$ cat config.mk
export PLATFORM = sky130hd
export DESIGN_NAME = rxdma_frame_buf
export DESIGN_NICKNAME = d
export VERILOG_FILES = /design/src/rtl/rxdma_pkg.sv /design/src/rtl/rxdma_writer.sv /design/src/rtl/rxdma_space.sv /design/src/rtl/rxdma_count.sv /design/src/rtl/rxdma_frame_buf.sv
export SDC_FILE = /design/constraint.sdc
export NUM_CORES = 1
export LEC_CHECK = 0
export ABC_AREA = 1
export BUFFER_PORTS_ARGS = -buffer_cell sky130_fd_sc_hd__buf_2
export CORE_ASPECT_RATIO = 0.5
export CORE_MARGIN = 4
export CORE_UTILIZATION = 35
export DETAILED_ROUTE_END_ITERATION = 6
export SLEW_MARGIN = 20
export SYNTH_ARGS = -nofsm -noshare
export SYNTH_HDL_FRONTEND = slang
export SYNTH_SLANG_ARGS = --single-unit
export TNS_END_PERCENT = 10
$ cat constraint.sdc
create_clock -name clk -period 4.2 [get_ports clk]
set_clock_uncertainty 0.15 [all_clocks]
set_input_delay 0.21 -clock clk [delete_from_list [all_inputs] [get_ports clk]]
set_output_delay 0.21 -clock clk [all_outputs]
set_load 0.05 [all_outputs]
$ cat src/rtl/rxdma_pkg.sv
package rxdma_pkg;
  typedef enum logic [1:0] {
    WR_IDLE = 2'd0,
    WR_STAT = 2'd1,
    WR_LEN  = 2'd2,
    WR_DATA = 2'd3
  } wr_state_e;
endpackage

$ cat src/rtl/rxdma_writer.sv
// Frame writer: admission test, header and payload writes, ring write pointer.
module rxdma_writer
  import rxdma_pkg::*;
#(
  parameter int BUF_AW = 12,
  parameter int LEN_W  = 16
) (
  input  logic              clk,
  input  logic              rst_n,
  input  logic              rx_sof,
  input  logic [LEN_W-1:0]  rx_len,
  input  logic [15:0]       rx_stat,
  input  logic              rx_dvalid,
  input  logic [15:0]       rx_data,
  input  logic [BUF_AW:0]   free_bytes,
  output logic              dma_we,
  output logic [BUF_AW-1:0] dma_off,
  output logic [15:0]       dma_wdata,
  output logic              commit,
  output logic [BUF_AW:0]   commit_bytes,
  output logic              drop
);
  localparam int NEED_W = LEN_W + 2;
  localparam int CMP_W  = (NEED_W > BUF_AW + 1) ? NEED_W : BUF_AW + 1;

  wr_state_e          st_q, st_n;
  logic [BUF_AW-1:0]  wp_q, wp_n;
  logic [LEN_W-1:0]   len_q;
  logic [15:0]        stat_q;
  logic [BUF_AW:0]    need_q;
  logic [LEN_W-1:0]   widx_q, widx_n;
  logic               hdr_en;

  logic [NEED_W-1:0]  need_in;
  logic               fits;
  logic [LEN_W:0]     nw_full;
  logic [LEN_W-1:0]   nwords;
  logic               last_word;

  // footprint = header + payload rounded up to a 4-byte multiple
  assign need_in   = (NEED_W'(rx_len) + NEED_W'(7)) & ~NEED_W'(3);
  // admission against free bytes
  assign fits      = CMP_W'(need_in) <= CMP_W'(free_bytes);
  assign nw_full   = ({1'b0, len_q} + (LEN_W+1)'(1)) >> 1;
  assign nwords    = nw_full[LEN_W-1:0];
  assign last_word = (widx_q == nwords - LEN_W'(1));

  always_comb begin
    st_n         = st_q;
    wp_n         = wp_q;
    widx_n       = widx_q;
    hdr_en       = 1'b0;
    dma_we       = 1'b0;
    dma_off      = wp_q;
    dma_wdata    = stat_q;
    commit       = 1'b0;
    drop         = 1'b0;
    commit_bytes = need_q;
    case (st_q)
      WR_IDLE: begin
        if (rx_sof) begin
          if (fits) begin
            hdr_en = 1'b1;
            st_n   = WR_STAT;
          end else begin
            drop = 1'b1;
          end
        end
      end
      WR_STAT: begin
        // status halfword at the frame start
        dma_we = 1'b1;
        st_n   = WR_LEN;
      end
      WR_LEN: begin
        dma_we    = 1'b1;
        dma_off   = wp_q + BUF_AW'(2);
        dma_wdata = 16'(len_q);
        widx_n    = '0;
        if (nwords == '0) begin
          commit = 1'b1;
          wp_n   = wp_q + need_q[BUF_AW-1:0];
          st_n   = WR_IDLE;
        end else begin
          st_n = WR_DATA;
        end
      end
      WR_DATA: begin
        // offsets wrap modulo the ring size
        dma_off   = wp_q + BUF_AW'(4) + BUF_AW'({widx_q, 1'b0});
        dma_wdata = rx_data;
        if (rx_dvalid) begin
          dma_we = 1'b1;
          widx_n = widx_q + LEN_W'(1);
          if (last_word) begin
            commit = 1'b1;
            wp_n   = wp_q + need_q[BUF_AW-1:0];
            st_n   = WR_IDLE;
          end
        end
      end
      default: st_n = WR_IDLE;
    endcase
  end

  always_ff @(posedge clk or negedge rst_n) begin
    if (!rst_n) begin
      st_q   <= WR_IDLE;
      wp_q   <= '0;
      widx_q <= '0;
      len_q  <= '0;
      stat_q <= '0;
      need_q <= '0;
    end else begin
      st_q   <= st_n;
      wp_q   <= wp_n;
      widx_q <= widx_n;
      if (hdr_en) begin
        len_q  <= rx_len;
        stat_q <= rx_stat;
        need_q <= need_in[BUF_AW:0];
      end
    end
  end
endmodule

$ cat src/rtl/rxdma_space.sv
// Ring occupancy and oldest-frame offset.
module rxdma_space #(
  parameter int BUF_AW = 12
) (
  input  logic              clk,
  input  logic              rst_n,
  input  logic              commit,
  input  logic [BUF_AW:0]   commit_bytes,
  input  logic              release_en,
  input  logic [BUF_AW:0]   rel_bytes,
  output logic [BUF_AW:0]   used,
  output logic [BUF_AW-1:0] rd_off,
  output logic [BUF_AW:0]   free_bytes
);
  localparam logic [BUF_AW:0] SIZE = {1'b1, {BUF_AW{1'b0}}};

  logic [BUF_AW:0]   used_q, used_n;
  logic [BUF_AW-1:0] rd_q, rd_n;

  always_comb begin
    used_n = used_q;
    rd_n   = rd_q;
    if (commit)     used_n = used_n + commit_bytes;
    if (release_en) begin
      // release frees the reserved footprint and moves the start pointer
      used_n = used_n - rel_bytes;
      rd_n   = rd_q + rel_bytes[BUF_AW-1:0];
    end
  end

  always_ff @(posedge clk or negedge rst_n) begin
    if (!rst_n) begin
      used_q <= '0;
      rd_q   <= '0;
    end else begin
      used_q <= used_n;
      rd_q   <= rd_n;
    end
  end

  assign used       = used_q;
  assign rd_off     = rd_q;
  assign free_bytes = SIZE - used_q;
endmodule

$ cat src/rtl/rxdma_count.sv
// Two-phase frame-count handshake: reserve read, then release read.
module rxdma_count #(
  parameter int BUF_AW = 12,
  parameter int CNT_W  = 16
) (
  input  logic            clk,
  input  logic            rst_n,
  input  logic            commit,
  input  logic [BUF_AW:0] commit_bytes,
  input  logic            cnt_rd,
  output logic [CNT_W-1:0] cnt_val,
  output logic            release_en,
  output logic [BUF_AW:0] rel_bytes,
  output logic            phase
);
  logic              ph_q, ph_n;
  logic [CNT_W-1:0]  pc_q, pc_n, rc_q, rc_n;
  logic [BUF_AW:0]   pb_q, pb_n, rb_q, rb_n;
  logic [CNT_W-1:0]  add_c;
  logic [BUF_AW:0]   add_b;

  assign add_c = commit ? CNT_W'(1) : '0;
  assign add_b = commit ? commit_bytes : '0;

  always_comb begin
    ph_n = ph_q;
    pc_n = pc_q + add_c;
    pb_n = pb_q + add_b;
    rc_n = rc_q;
    rb_n = rb_q;
    if (cnt_rd) begin
      // every read flips the phase
      ph_n = ~ph_q;
      if (!ph_q) begin
        // reserve read moves pending frames into the reserved set
        rc_n = pc_q;
        rb_n = pb_q;
        pc_n = add_c;
        pb_n = add_b;
      end else begin
        // frames arriving meanwhile stay pending
        rc_n = '0;
        rb_n = '0;
      end
    end
  end

  always_ff @(posedge clk or negedge rst_n) begin
    if (!rst_n) begin
      ph_q <= 1'b0;
      pc_q <= '0;
      pb_q <= '0;
      rc_q <= '0;
      rb_q <= '0;
    end else begin
      ph_q <= ph_n;
      pc_q <= pc_n;
      pb_q <= pb_n;
      rc_q <= rc_n;
      rb_q <= rb_n;
    end
  end

  assign cnt_val    = ph_q ? rc_q : pc_q;
  assign release_en = cnt_rd & ph_q;
  assign rel_bytes  = rb_q;
  assign phase      = ph_q;
endmodule

$ cat src/rtl/rxdma_frame_buf.sv
module rxdma_frame_buf #(
  parameter int               BUF_AW    = 12,
  parameter int               LEN_W     = 16,
  parameter int               CNT_W     = 16,
  parameter int               ADDR_W    = 16,
  parameter int               MISS_W    = 16,
  parameter logic [ADDR_W-1:0] BASE_ADDR = 16'h4000
) (
  input  logic              clk,
  input  logic              rst_n,
  input  logic              rx_sof,
  input  logic [LEN_W-1:0]  rx_len,
  input  logic [15:0]       rx_stat,
  input  logic              rx_dvalid,
  input  logic [15:0]       rx_data,
  output logic              dma_we,
  output logic [ADDR_W-1:0] dma_addr,
  output logic [15:0]       dma_wdata,
  input  logic              cnt_rd,
  output logic [CNT_W-1:0]  cnt_val,
  input  logic              evt_rd,
  output logic [15:0]       buf_evt,
  output logic [ADDR_W-1:0] sof_ptr,
  output logic [BUF_AW:0]   byte_cnt,
  output logic [MISS_W-1:0] miss_cnt
);
  logic [BUF_AW-1:0] dma_off, rd_off;
  logic [BUF_AW:0]   free_bytes, commit_bytes, rel_bytes;
  logic              wr_commit, wr_drop, release_en, cnt_phase;
  logic              evt_q, evt_n;
  logic [MISS_W-1:0] miss_q, miss_n;

  rxdma_writer #(.BUF_AW(BUF_AW), .LEN_W(LEN_W)) u_writer (
    .clk(clk), .rst_n(rst_n), .rx_sof(rx_sof), .rx_len(rx_len),
    .rx_stat(rx_stat), .rx_dvalid(rx_dvalid), .rx_data(rx_data),
    .free_bytes(free_bytes), .dma_we(dma_we), .dma_off(dma_off),
    .dma_wdata(dma_wdata), .commit(wr_commit),
    .commit_bytes(commit_bytes), .drop(wr_drop)
  );

  rxdma_space #(.BUF_AW(BUF_AW)) u_space (
    .clk(clk), .rst_n(rst_n), .commit(wr_commit),
    .commit_bytes(commit_bytes), .release_en(release_en),
    .rel_bytes(rel_bytes), .used(byte_cnt), .rd_off(rd_off),
    .free_bytes(free_bytes)
  );

  rxdma_count #(.BUF_AW(BUF_AW), .CNT_W(CNT_W)) u_count (
    .clk(clk), .rst_n(rst_n), .commit(wr_commit),
    .commit_bytes(commit_bytes), .cnt_rd(cnt_rd), .cnt_val(cnt_val),
    .release_en(release_en), .rel_bytes(rel_bytes), .phase(cnt_phase)
  );

  // completion sets, read clears, set wins
  assign evt_n  = wr_commit | (evt_q & ~evt_rd);
  // one missed frame per dropped announcement
  assign miss_n = wr_drop ? miss_q + MISS_W'(1) : miss_q;

  always_ff @(posedge clk or negedge rst_n) begin
    if (!rst_n) begin
      evt_q  <= 1'b0;
      miss_q <= '0;
    end else begin
      evt_q  <= evt_n;
      miss_q <= miss_n;
    end
  end

  assign dma_addr = BASE_ADDR + ADDR_W'(dma_off);
  assign sof_ptr  = BASE_ADDR + ADDR_W'(rd_off);
  assign buf_evt  = {8'h00, evt_q, 7'h00};
  assign miss_cnt = miss_q;
endmodule

==> flow_metrics.py <==
metrics = {
    "synthesis": {
        "yosys.cell_types.count": 51,
        "synth_area_per_cell_um2": 7.19,
        "syn_inst": 1700,
        "synth-seq-cells": 169,
        "compound_gate_fraction_of_synth_area": 0.128,
        "synth_top_area_frac": 0.346,
        "mappedNetlistArea_um2": 12200,
        "ys_seq_area_frac": 0.346,
        "synth-xor-area-share": 0.0523,
        "synth_top_cells_by_area": "sky130_fd_sc_hd__dfrtp_1 35%, sky130_fd_sc_hd__nand2_1 16%, sky130_fd_sc_hd__ha_1 9.1%",
        "synth.area.mux_share": 0,
        "post-synth-top-area-cell": "sky130_fd_sc_hd__dfrtp_1",
        "synth-adder-area-share": 0.101,
        "synth-simple-area-share": 0.280,
        "synth_top_family_by_area": "simple AND/OR/NAND/NOR gates",
        "yosys_warnings": 0,
    },
    "flow_run": {
        "cap_viol_max_count": 0,
    },
    "cts": {
        "cts_tree": "built",
        "cts_inserted_buffers": 17,
        "cts_buffer_depth": 2,
        "clock_insertion_delay_worst_skew_ns": 0.45,
        "tritoncts_num_sinks": 169,
        "path_clk_slew_ns": 0.07,
        "cts.root.buffer_cell": "sky130_fd_sc_hd__clkbuf_16",
        "htreeDepth": 4,
    },
    "sta": {
        "final.period_utilization": 1.05,
        "final_period_minus_worst_setup_slack_ns": 4.42,
        "timing.slew.headroom": 0.480,
        "timing.hold.ws_ns": 0.0219,
        "fmax_mhz": 226,
        "timing_max_transition_violations_final": 0,
        "setup_viol_count_final": 11,
        "timing.final.hold_violations": 0,
        "timing.final.ws_setup_ns": -0.222,
        "tightest_slew_ns": 0.781,
        "setup_repair_after_global_routing_missed_its_margin": "yes",
        "setup_tns_ns": -1.03,
    },
    "final_layout": {
        "final_cell_count_no_fill": 2494,
        "area_growth_syn_to_fin_pct": 30.9,
        "n_antenna_cell": 0,
        "numnets_final": 2155,
        "layout-drive-gt1-share": 0.247,
    },
    "placed_design": {
        "detailedPlace.worstSlack_ns": -0.480,
        "dp_hpwl_mm": 26.6,
        "placement.io_buffers": 139,
        "place.gp.congestion": 0.853,
        "post-place-cells": 2404,
    },
    "global_routing": {
        "via_count_of_the_first_global_routing_pass": 11400,
        "first_pass_grt_wire_length_mm": 57.6,
        "track_usage": 0.186,
        "grt_max_degree": 74,
        "globalRouteOverflowTotal": 0,
        "grt_antenna_before_repair": 0,
    },
    "floorplan": {
        "chipWidth_um": 272,
        "initial_core_util": 0.354,
        "pin_count": 164,
        "row_count": 48,
        "area_of_the_core_region_um2": 34500,
        "fp.dieArea_um2": 38100,
        "dieHeight_um": 140,
    },
    "power_and_ir_drop": {
        "static-leakage-power_nw": 8.09,
        "peakVddDrop_v": 0.000328,
        "power-per-cell-area_nw_per_um2": 691,
        "design_power_total_mw": 11.1,
    },
    "routing": {
        "post-route-drc-count": 0,
        "m1_wl_mm": 16.4,
        "met3_length_mm": 1.20,
        "route.final.wire_length_mm": 35.6,
        "first_pass_iters": 5,
        "met2RoutedLength_mm": 17.5,
        "detailedRoute.firstIterationViolations": 832,
        "antenna_violating_nets_post_route": 0,
        "dr.max_layer_used": "met4",
        "routed-via-count": 11800,
        "routed_wire_length_per_instance_um": 14.3,
        "vias_per_cell": 4.74,
    },
    "run_status": {
        "run_status": "finished with violations",
        "failed_checks": "negative setup slack",
    },
    "min_path": {
        "hold_class": "primary input to flip-flop",
        "hold_path_depth": 4,
        "holdPathEnd": "u_writer.st_q[1]$_DFFE_PN0P_",
        "timing.hold.worst.start": "rx_dvalid",
    },
    "critical_path": {
        "r2r_slack_ns": -0.22,
        "reg_to_reg_end": "u_count.pb_q[12]$_DFF_PN0_",
        "cpMaxStageDelayCell": "sky130_fd_sc_hd__dfrtp_1",
        "crit_path_max_incr_delay_ns": 0.41,
        "worst_path_bufs_invs": 4,
        "critPathTopFamily": "simple AND/OR/NAND/NOR gates",
        "startpoint_type": "flip-flop",
        "worst-path-max-fanout": 6,
        "worstPathRequired_ns": 4.42,
        "critical-path-top-cell-by-count": "sky130_fd_sc_hd__nand2_1",
        "timing.critical_path.arrival_ns": 4.64,
        "worst-r2r-cell-count": 35,
        "r2r_start": "u_writer.len_q[1]$_DFFE_PN0P_",
        "crit_type": "flip-flop to flip-flop",
        "critPathCaptureType": "flip-flop",
    },
}
worst register-to-register path, delay by kind of cell, from the launching register on:
kind / cells / cell delay, ns
buffers and inverters: 4 / 0.42
AND/OR/NAND/NOR: 25 / 2.31
XOR/XNOR: 1 / 0.16
AO/OA/AOI/OAI: 3 / 0.33
adder cells (fa/ha/maj): 2 / 0.55
flip-flops: 1 / 0.41
metal layers:
metal,vias up,global-route usage
li1,6052,-
met1,5551,0.238
met5,-,0
met4,0,0.0408
met3,37,0.0366
met2,174,0.326
worst max path at each step:
stage	from	end	slack, ns	depth (start not counted)
CTS	u_writer.len_q[1]$_DFFE_PN0P_	u_space.used[11]$_DFF_PN0_	-0.14	35
global placement	u_writer.len_q[0]$_DFFE_PN0P_	u_space.used[11]$_DFF_PN0_	-0.42	34
detailed placement	u_writer.len_q[0]$_DFFE_PN0P_	u_space.used[11]$_DFF_PN0_	-0.48	34
finish	u_writer.len_q[1]$_DFFE_PN0P_	u_count.pb_q[12]$_DFF_PN0_	-0.22	35
global route	u_writer.len_q[0]$_DFFE_PN0P_	u_count.pb_q[12]$_DFF_PN0_	-0.54	35
floorplan	u_writer.len_q[0]$_DFFE_PN0P_	u_space.used[11]$_DFF_PN0_	-0.007	31
final cells by class:
class                      instances  area [um^2]
clock buffer                      18          429
clock inverter                    14          165
fill                            3436        18500
inverter                         212          813
multi-input combinational       1282         7540
sequential                       169         4230
tap                              475          594
timing repair buffer             324         2220
cell families after synthesis:
group | count (synthesis)
AOI/OAI and AO/OA | 281
buffers and inverters | 271
DFF | 169
xor gates and xnor gates | 73
and+or+nand+nor | 809
other | 2
adders and majority gates | 95
where the power goes:
group          switching, mW  internal, mW  total, mW
Sequential             0.470          2.04       2.51
Combinational           4.41          2.50       6.90
Clock                  0.747         0.893       1.64
what timing repair did:
action                     4_1_cts  5_1_grt
gates resized for setup         68      114
setup endpoints to repair       40       79
hold buffers                    32        0
hold endpoints to repair       104        0
buffers inserted                 9       18
pin swaps                       39       78
sequential cells by signal (all words and copies together) (netlist names), 2 cells and up:
register / cells
u_writer.wp_q: 10
u_writer.st_q: 2
u_writer.commit_bytes: 11
u_writer.stat_q: 16
u_space.rd_off: 12
u_count.rc_q: 16
u_count.rel_bytes: 12
miss_cnt: 16
u_count.pb_q: 11
u_writer.len_q: 16
u_count.pc_q: 16
u_space.used: 13
u_writer.widx_q: 16
synth_stat cells, drive strengths merged:
master and count:
nor4 3, a21oi 80, inv 209, o221a 1, o2111ai 2, a31oi 1
nor2 143, a21o 2, nor3b 3, xnor2 26, nand3b 2, o211ai 19
o21ai 144, fa 6, a22o 1, o21bai 4, clkinv 3, and2 3
clkbuf 30, xor2 47, ha 89, a221oi 1, nand2 523, conb 2
o21a 5, dfrtp 169, nand3 86, o221ai 1, nand2b 1, or2 5
a22oi 1, o22ai 4, or3 1, buf 29, nand4 18, o31ai 15
nor3 18, and3 3
cells in the final DEF (no fill, tap or decap), types with 4 or more instances in the layout:
master	count
sky130_fd_sc_hd__clkbuf_16	17
sky130_fd_sc_hd__ha_4	7
sky130_fd_sc_hd__nor2_4	17
sky130_fd_sc_hd__buf_2	138
sky130_fd_sc_hd__o22ai_1	4
sky130_fd_sc_hd__xor2_1	45
sky130_fd_sc_hd__o21bai_1	4
sky130_fd_sc_hd__ha_1	81
sky130_fd_sc_hd__buf_6	11
sky130_fd_sc_hd__conb_1	24
sky130_fd_sc_hd__o211ai_1	19
sky130_fd_sc_hd__nor3_1	16
sky130_fd_sc_hd__o21ai_2	5
sky130_fd_sc_hd__nand3_1	72
sky130_fd_sc_hd__inv_2	12
sky130_fd_sc_hd__inv_6	6
sky130_fd_sc_hd__a21oi_2	13
sky130_fd_sc_hd__o21ai_1	24
sky130_fd_sc_hd__nand4_1	18
sky130_fd_sc_hd__o31ai_1	15
sky130_fd_sc_hd__nor2_2	25
sky130_fd_sc_hd__inv_1	191
sky130_fd_sc_hd__inv_4	5
sky130_fd_sc_hd__a21oi_1	67
sky130_fd_sc_hd__nand3_4	4
sky130_fd_sc_hd__nand2_2	42
sky130_fd_sc_hd__o21ai_0	115
sky130_fd_sc_hd__xnor2_1	23
sky130_fd_sc_hd__nand3_2	10
sky130_fd_sc_hd__o21a_1	5
sky130_fd_sc_hd__dlygate4sd3_1	32
sky130_fd_sc_hd__buf_4	142
sky130_fd_sc_hd__nand2_1	469
sky130_fd_sc_hd__nor2_1	101
sky130_fd_sc_hd__nand2_4	12
sky130_fd_sc_hd__fa_1	5
sky130_fd_sc_hd__dfrtp_1	169
through the flow:
step | utilization | cell area (um^2)
floorplan | - | 12300
global placement | 0.413 | 14200
detailed placement | 0.413 | 14200
CTS | 0.449 | 15500
global route | 0.464 | 16000
finish | 0.464 | 16000
No activity file was read; power rests on OpenSTA's default activity.
